File: config.mk
export PLATFORM = sky130hd
export DESIGN_NAME = regbuf_top
export DESIGN_NICKNAME = d
export VERILOG_FILES = /design/src/rtl/regbuf_pkg.sv /design/src/rtl/regbuf_capture.sv /design/src/rtl/regbuf_parity.sv /design/src/rtl/regbuf_fanout.sv /design/src/rtl/regbuf_top.sv
export SDC_FILE = /design/constraint.sdc
export NUM_CORES = 1
export LEC_CHECK = 0
export ABC_AREA = 1
export BUFFER_PORTS_ARGS = -buffer_cell sky130_fd_sc_hd__buf_2
export CORE_MARGIN = 4
export CORE_UTILIZATION = 48
export CTS_CLUSTER_SIZE = 25
export DETAILED_ROUTE_END_ITERATION = 10
export GPL_TIMING_DRIVEN = 0
export PLACE_DENSITY = 0.91
export SYNTH_ARGS = -nofsm -noshare
export SYNTH_HDL_FRONTEND = slang
export SYNTH_SLANG_ARGS = --single-unit
File: constraint.sdc
create_clock -name clk -period 2.8 [get_ports clk]
set_clock_uncertainty 0.2 [all_clocks]
set_input_delay 0.56 -clock clk [delete_from_list [all_inputs] [get_ports clk]]
set_output_delay 0.56 -clock clk [all_outputs]
set_load 0.005 [all_outputs]
File: src/rtl/regbuf_pkg.sv
package regbuf_pkg;

    typedef enum logic [1:0] {
        MODE_WIDE      = 2'b00,
        MODE_PAIR_LEAD = 2'b01,
        MODE_PAIR_TAIL = 2'b10
    } buf_mode_e;

    typedef enum logic {
        CHK_IDLE  = 1'b0,
        CHK_ARMED = 1'b1
    } chk_state_e;

    function automatic buf_mode_e decode_mode(input logic [1:0] cfg);
        unique case (cfg)
            2'b01:   return MODE_PAIR_LEAD;
            2'b10:   return MODE_PAIR_TAIL;
            default: return MODE_WIDE;
        endcase
    endfunction

    function automatic logic mode_is_narrow(input buf_mode_e m);
        return (m == MODE_PAIR_LEAD) || (m == MODE_PAIR_TAIL);
    endfunction

endpackage

File: src/rtl/regbuf_capture.sv
module regbuf_capture
    import regbuf_pkg::*;
#(
    parameter int WIDE_W   = 25,
    parameter int NARROW_W = 14,
    parameter int CTRL_W   = 3
) (
    input  logic              clk,
    input  logic              rst_n,
    input  buf_mode_e         mode,
    input  logic              sel,
    input  logic [WIDE_W-1:0] d,
    input  logic              par_in,
    output logic [WIDE_W-1:0] data_q,
    output logic              par_q
);

    logic narrow;
    assign narrow = mode_is_narrow(mode);

    for (genvar i = 0; i < WIDE_W; i++) begin : g_bit
        localparam bit WIDE_CTRL   = (i >= WIDE_W - CTRL_W);
        localparam bit NARROW_CTRL = (i >= NARROW_W - CTRL_W) && (i < NARROW_W);
        logic is_ctrl;
        assign is_ctrl = narrow ? NARROW_CTRL : WIDE_CTRL;

        always_ff @(posedge clk) begin
            if (!rst_n) begin
                data_q[i] <= 1'b0;
            end else if (sel || is_ctrl) begin
                data_q[i] <= d[i];
            end
        end
    end

    always_ff @(posedge clk) begin
        if (!rst_n) begin
            par_q <= 1'b0;
        end else if (sel) begin
            par_q <= par_in;
        end
    end

    // a deselected edge leaves the parity register untouched
    a_r5_par_hold: assert property (@(posedge clk) disable iff (!rst_n)
        !sel |=> $stable(par_q));

endmodule

File: src/rtl/regbuf_parity.sv
module regbuf_parity
    import regbuf_pkg::*;
#(
    parameter int WIDE_W   = 25,
    parameter int NARROW_W = 14,
    parameter int CTRL_W   = 3
) (
    input  logic              clk,
    input  logic              rst_n,
    input  buf_mode_e         mode,
    input  logic              sel,
    input  logic [WIDE_W-1:0] data_q,
    input  logic              par_q,
    input  logic              ppar_in,
    output logic              ppar_out,
    output logic              err_n
);

    logic              narrow;
    logic [WIDE_W-1:0] chk_mask;
    logic              own_x;
    logic              fold_bit;
    chk_state_e        state_q;
    chk_state_e        state_d;

    assign narrow = mode_is_narrow(mode);

    for (genvar i = 0; i < WIDE_W; i++) begin : g_mask
        localparam bit WIDE_CHK   = (i < WIDE_W - CTRL_W);
        localparam bit NARROW_CHK = (i < NARROW_W - CTRL_W);
        assign chk_mask[i] = narrow ? NARROW_CHK : WIDE_CHK;
    end

    assign own_x    = ^(data_q & chk_mask);
    assign fold_bit = (mode == MODE_PAIR_TAIL) ? ppar_in : par_q;
    assign ppar_out = own_x ^ fold_bit;

    always_comb begin
        unique case (state_q)
            CHK_IDLE:  state_d = sel ? CHK_ARMED : CHK_IDLE;
            CHK_ARMED: state_d = sel ? CHK_ARMED : CHK_IDLE;
            default:   state_d = CHK_IDLE;
        endcase
    end

    always_ff @(posedge clk) begin
        if (!rst_n) begin
            state_q <= CHK_IDLE;
        end else begin
            state_q <= state_d;
        end
    end

    always_ff @(posedge clk) begin
        if (!rst_n) begin
            err_n <= 1'b1;
        end else begin
            unique case (state_q)
                CHK_IDLE:  err_n <= 1'b1;
                CHK_ARMED: err_n <= (mode == MODE_PAIR_LEAD) ? 1'b1 : ~ppar_out;
                default:   err_n <= 1'b1;
            endcase
        end
    end

    // the flag only drops after a cycle whose parity result was odd
    a_r7_err_from_odd: assert property (@(posedge clk) disable iff (!rst_n)
        !err_n |-> $past(ppar_out));

    // a leading device never reports
    a_r10_lead_quiet: assert property (@(posedge clk) disable iff (!rst_n)
        ($past(mode) == MODE_PAIR_LEAD) |-> err_n);

    // a deselected edge is followed by a quiet flag
    a_r11_desel_quiet: assert property (@(posedge clk) disable iff (!rst_n)
        $past(!sel) |=> err_n);

endmodule

File: src/rtl/regbuf_fanout.sv
module regbuf_fanout
    import regbuf_pkg::*;
#(
    parameter int WIDE_W   = 25,
    parameter int NARROW_W = 14
) (
    input  buf_mode_e           mode,
    input  logic [WIDE_W-1:0]   data_q,
    output logic [WIDE_W-1:0]   q_a,
    output logic [NARROW_W-1:0] q_b
);

    logic narrow;
    assign narrow = mode_is_narrow(mode);

    for (genvar i = 0; i < WIDE_W; i++) begin : g_bank_a
        if (i < NARROW_W) begin : g_shared
            assign q_a[i] = data_q[i];
        end else begin : g_wide_only
            assign q_a[i] = narrow ? 1'b0 : data_q[i];
        end
    end

    for (genvar j = 0; j < NARROW_W; j++) begin : g_bank_b
        assign q_b[j] = narrow ? data_q[j] : 1'b0;
    end

endmodule

File: src/rtl/regbuf_top.sv
module regbuf_top
    import regbuf_pkg::*;
#(
    parameter int WIDE_W   = 25,
    parameter int NARROW_W = 14,
    parameter int CTRL_W   = 3,
    parameter int CS_W     = 2
) (
    input  logic                clk,
    input  logic                rst_n,
    input  logic [1:0]          cfg,
    input  logic [CS_W-1:0]     cs_n,
    input  logic [WIDE_W-1:0]   d,
    input  logic                par_in,
    input  logic                ppar_in,
    output logic [WIDE_W-1:0]   q_a,
    output logic [NARROW_W-1:0] q_b,
    output logic                ppar_out,
    output logic                err_n
);

    buf_mode_e         mode;
    logic              sel;
    logic [WIDE_W-1:0] data_q;
    logic              par_q;

    assign mode = decode_mode(cfg);
    assign sel  = ~&cs_n;

    regbuf_capture #(.WIDE_W(WIDE_W), .NARROW_W(NARROW_W), .CTRL_W(CTRL_W)) u_capture (
        .clk    (clk),
        .rst_n  (rst_n),
        .mode   (mode),
        .sel    (sel),
        .d      (d),
        .par_in (par_in),
        .data_q (data_q),
        .par_q  (par_q)
    );

    regbuf_parity #(.WIDE_W(WIDE_W), .NARROW_W(NARROW_W), .CTRL_W(CTRL_W)) u_parity (
        .clk      (clk),
        .rst_n    (rst_n),
        .mode     (mode),
        .sel      (sel),
        .data_q   (data_q),
        .par_q    (par_q),
        .ppar_in  (ppar_in),
        .ppar_out (ppar_out),
        .err_n    (err_n)
    );

    regbuf_fanout #(.WIDE_W(WIDE_W), .NARROW_W(NARROW_W)) u_fanout (
        .mode   (mode),
        .data_q (data_q),
        .q_a    (q_a),
        .q_b    (q_b)
    );

    // a reset edge leaves cleared outputs and a quiet flag
    a_r1_reset_clear: assert property (@(posedge clk)
        !rst_n |=> (err_n && (q_a == '0) && (q_b == '0)));

endmodule

# Yosys cells after proc, flatten, opt, wreduce, memory -nomap -nowiden
# Cells that the tools add are included.
# classes
bitwise,4
mul,0
n_mux,32
div_mod_pow,0
n_eq_ne,4
order_cmp,0
shifts,0
n_reduce_logical,6
n_addsub,0
# op_table
op,n
2-to-1 mux 1 bit,30
bitwise AND 25 x 22 -> 25 bit,1
XOR reduction 25 bit,1
== test 2 x 1 -> 1 bit (second input constant),2
== test 2 bit (second input constant),2
one-hot mux 2 bit (2 select lines),1
logical OR 1 bit,3
NOT 1 bit,2
one-hot mux 1 bit (2 select lines),1
AND reduction 2 bit,1
logical NOT 1 bit,1
bitwise XOR 1 bit,1
# word_totals
out_inout_bits,41
word_cells,74
register_bits,28
mem_bits_rw,0
n_memories,0
input_bits,33
latch_bits,0
romBits,0

# Logic depth before layout (Yosys ltp)
# depth
word_depth,11
depth_mapped,14
ltp_nobuf,14

# Cells and area by module
# Synthesis repeated with hierarchy kept, for this count alone.
# unflattened
cells_unflattened,346
area_unflattened_um2,2055.7
# by_module_without_submodules
mod,instances,cells_per_inst,seq_area_each_um2,area_per_inst_um2
regbuf_capture,1,138,520.5,1047.3
regbuf_parity,1,129,40.0,604.3
regbuf_fanout,1,74,0.0,385.4
regbuf_top,1,5,0.0,18.8

# Worst setup path before layout
# No wires, ideal clock.
# synth_timing
kind,input -> output
from,in cfg[0]
to,out ppar_out
path_buffers,1
t_required_ns,2.040
t_arrival_ns,1.691
cell_stages,11
slack_ns,0.349
path_cell_list,inv_1 ha_1 buf_6 nand2_1 nand2_1 nand2_2 xor2_1 nand2_1 nand2_1 nand3_1 nand2_1
# synth_via
elab_chain_cells,8
elab_cells_between_ends,11
cone_classes,eq/ne (4); mux (3); bitwise (2); reduce/logical (2)
# synth_rtl
element,line_no,text
start: declaration,regbuf_top.sv:11,"input logic [1:0] cfg,"
== test 2 bit / == test 2 x 1 -> 1 bit (equally long branches),regbuf_pkg.sv:15,unique case (cfg)
one-hot mux 2 bit (2 select lines) (*),regbuf_pkg.sv:15,
== test 2 x 1 -> 1 bit / == test 2 bit (equally long branches),"regbuf_pkg.sv:23, regbuf_parity.sv:35",
logical OR 1 bit,regbuf_pkg.sv:23,return (m == MODE_PAIR_LEAD) || (m == MODE_PAIR_TAIL);
2-to-1 mux 1 bit,regbuf_parity.sv:31,assign chk_mask[i] = narrow ? NARROW_CHK : WIDE_CHK;
bitwise AND 25 x 22 -> 25 bit,regbuf_parity.sv:34,assign own_x = ^(data_q & chk_mask);
XOR reduction 25 bit,regbuf_parity.sv:34,
bitwise XOR 1 bit (*),regbuf_parity.sv:36,assign ppar_out = own_x ^ fold_bit;
end: declaration,regbuf_top.sv:18,"output logic ppar_out,"
# Mark *: on every way between the ends. The rest lies on a longest branch, timed or not.

# Final worst setup path
# layout_timing
from,in cfg[1]
to,out ppar_out
# The elaborated chain is that of the path after synthesis.

==> results.md <==
* Run status: complete, no violations
* Initial DRT Pass Iterations at 4
* Most common cell after layout, fill and taps aside: nand2_1
* Critical path, cell by cell: buf_4, ha_4, buf_6, nand3_1, nand2_4, xor2_1, nand2_1, nand2_1, nand3_1, nand2_1, buf_2
* Port bufs at 73
* Peak VDD IR at 336 uV
* FILL cells at 308
* Hold WS at 0.273 ns
* Max clock buf depth at 2
* Period utilization at 97.1%
* H-tree levels at 1
* Pin count of the biggest net entering global routing at 17
* Largest stage delay, worst path at 0.32 ns
* CP endpoint kind: output pin
* WP data arrival at 1.96 ns
* Worst-margin pin slew at 0.504 ns
* GPL Wtd Cong at 0.766
* WL final at 4.80 mm
* First-pass GRT wire length at 7.34 mm
* DRC violations left at 0
* CP max stage cell: ha_4
* Layout cell share with drive strength beyond 1 at 30.5%
* Max FO, Critical Path at 7
* Clk_lat worst skew at 0.28 ns
* CP Launch Type: input pin
* Drt initial violations at 81
* Final worst setup slack at 0.0798 ns
* Initial antenna violation count at 0
* Power Density at 474 nW/um^2
* Crit Path Category: in -> out
* MaxCap Viol Count at 0
* Crit path top cell by count: nand2_1
* Worst min-delay path class: reg -> reg
* Post-route ant nets at 0
* CP startpoint: cfg[1]
* Final Instance Area at 2390 um^2
* Hold Crit Start: u_parity.state_q$_SDFF_PN0_
* NumNets Final at 423
* Die Y at 68.9 um
* Initial core utilization at 51.3%
* # diodes at 0
* Yosys top cell area share at 31.5%
* Dpl cells at 426
* Final Power at 1.13 mW
* Area leader, netlist: dfxtp_1
* Via count at 2091
* Slew Limit Fails at 0
* Clk root buf: clkbuf_8
* Final Non-Filler Cells at 433
* Number of I/O pins at 74
* Final setup vio count at 0
* DR WL/cell at 11.1 um
* Worst slack, placed at 0.0247 ns
* Vias in the first global route at 1844
* GRT overflow at 0
* Ys Warns at 0
* Rel. slew slack at 66.4%
* #FFs+latches synth at 28
* Total CTS buffers at 3
* Die area at 4750 um^2
* Hpwl dp at 3.59 mm
* Multi-input logic area at 990 um^2
* Most frequent cells in the layout: nand2_1 (97), buf_2 (72), inv_1 (40)
* Final Hold Viols at 0
* Area contributors post-synth: dfxtp_1 (31%), nand2_1 (24%), inv_1 (8.6%)
* Cell area after synthesis at 1780 um^2
* FF+latch area at 561 um^2
* # rows at 21
* Cell count after synthesis at 307
* CTS clk-pin slew, worst paths at 0.10 ns
* Placed instance area at 2200 um^2
* Synth Net Count at 342
* Die W at 68.9 um
* Reg2Reg Setup Slack at 1.16 ns
* Clk sinks at 28
* Syn_area_per_cell at 5.80 um^2
* Synth cell types at 17
* Core box area at 3470 um^2
* Share of the yosys chip area belonging to registers at 31.5%
* Min Clock Period, post-route at 2.72 ns
* Area added between synthesis and finish at 34.2%
* Avg Vias per Cell at 4.83
* Peak Freq at 368 MHz
* Static Leak at 1.44 nW
* CTS tree: built
* Reg-to-reg critical path startpoint: u_capture.par_q$_SDFFE_PN0N_
* Required time worst endpoint at 2.04 ns
* GRT Util Overall at 20.0%
-- final timing paths --
check / cells after the start / to
max reg2reg: 11 / u_parity.err_n$_SDFF_PN1_
min reg2reg: 3 / u_parity.err_n$_SDFF_PN1_
min: 3 / u_parity.err_n$_SDFF_PN1_
max: 11 / ppar_out
-- cell usage after synthesis --
cell and count:
clkbuf_1 8, o21ai_1 1, a21oi_1 18, o21ai_0 24, dfxtp_1 28, xor2_1 1
nor2_1 36, buf_4 15, nand3_1 16, inv_1 41, buf_6 1, nand4_1 1
xnor2_1 1, nand2_1 112, nor2_2 1, nand2_2 1, ha_1 2
-- metrics by stage --
step                TNS, ns  utilization (%)
floorplan                 0                -
global placement          0             63.5
detailed placement        0             63.5
CTS                       0             65.6
global route        -0.0198             68.9
finish                    0             68.9
-- critical path, delay by kind of cell --
family / cells / cell delay (ns)
buf+inv: 3 / 0.39
fa+ha+maj: 1 / 0.32
simple gates: 6 / 0.56
xor+xnor: 1 / 0.15
-- layer usage --
metal | vias to the layer above | wire (um) | GRT usage, %
met1 | 917 | 1940 | 24.0
met4 | 0 | 45 | 4.14
met3 | 8 | 410 | 3.89
met2 | 81 | 2410 | 36.8
met5 | - | 0 | 0
li1 | 1085 | - | -
-- cells by family (layout without fill, tap and decap cells) --
| group | count (synthesis) | count (layout) | share of synthesized area (%) |
|---|---|---|---|
| compound gates | 43 | 43 | 12.1 |
| simple gates | 167 | 167 | 36.8 |
| fa+ha+maj | 2 | 2 | 1.41 |
| buf+inv | 65 | 145 | 17.3 |
| flops | 28 | 28 | 31.5 |
| xor+xnor | 2 | 2 | 0.984 |
-- power breakdown --
| part | switching [mW] | total [mW] | internal [mW] |
|---|---|---|---|
| logic | 0.198 | 0.351 | 0.154 |
| clock network | 0.135 | 0.326 | 0.192 |
| registers | 0.0255 | 0.453 | 0.428 |
-- repair_timing --
item                       in CTS  in global routing
hold buffers                    0                  0
hold endpoints to repair        0                  0
buffers inserted                0                  1
setup endpoints to repair       0                  1
resized for setup               0                 28
-- layout make-up --
cell class	instances	area share, %
flip-flops and latches	28	23.5
plain buffers	24	6.60
clock buffers	3	1.73
inverters	41	6.44
well taps	46	2.41
multi-input cells	214	41.4
clock inverters	1	1.26
repair buffers	76	16.7
-- state kept, by name, indices dropped and copies added (netlist names) --
signal	count
u_parity.state_q	1
u_capture.data_q	25
u_parity.err_n	1
u_capture.par_q	1
(Power assumes the default switching activity.)
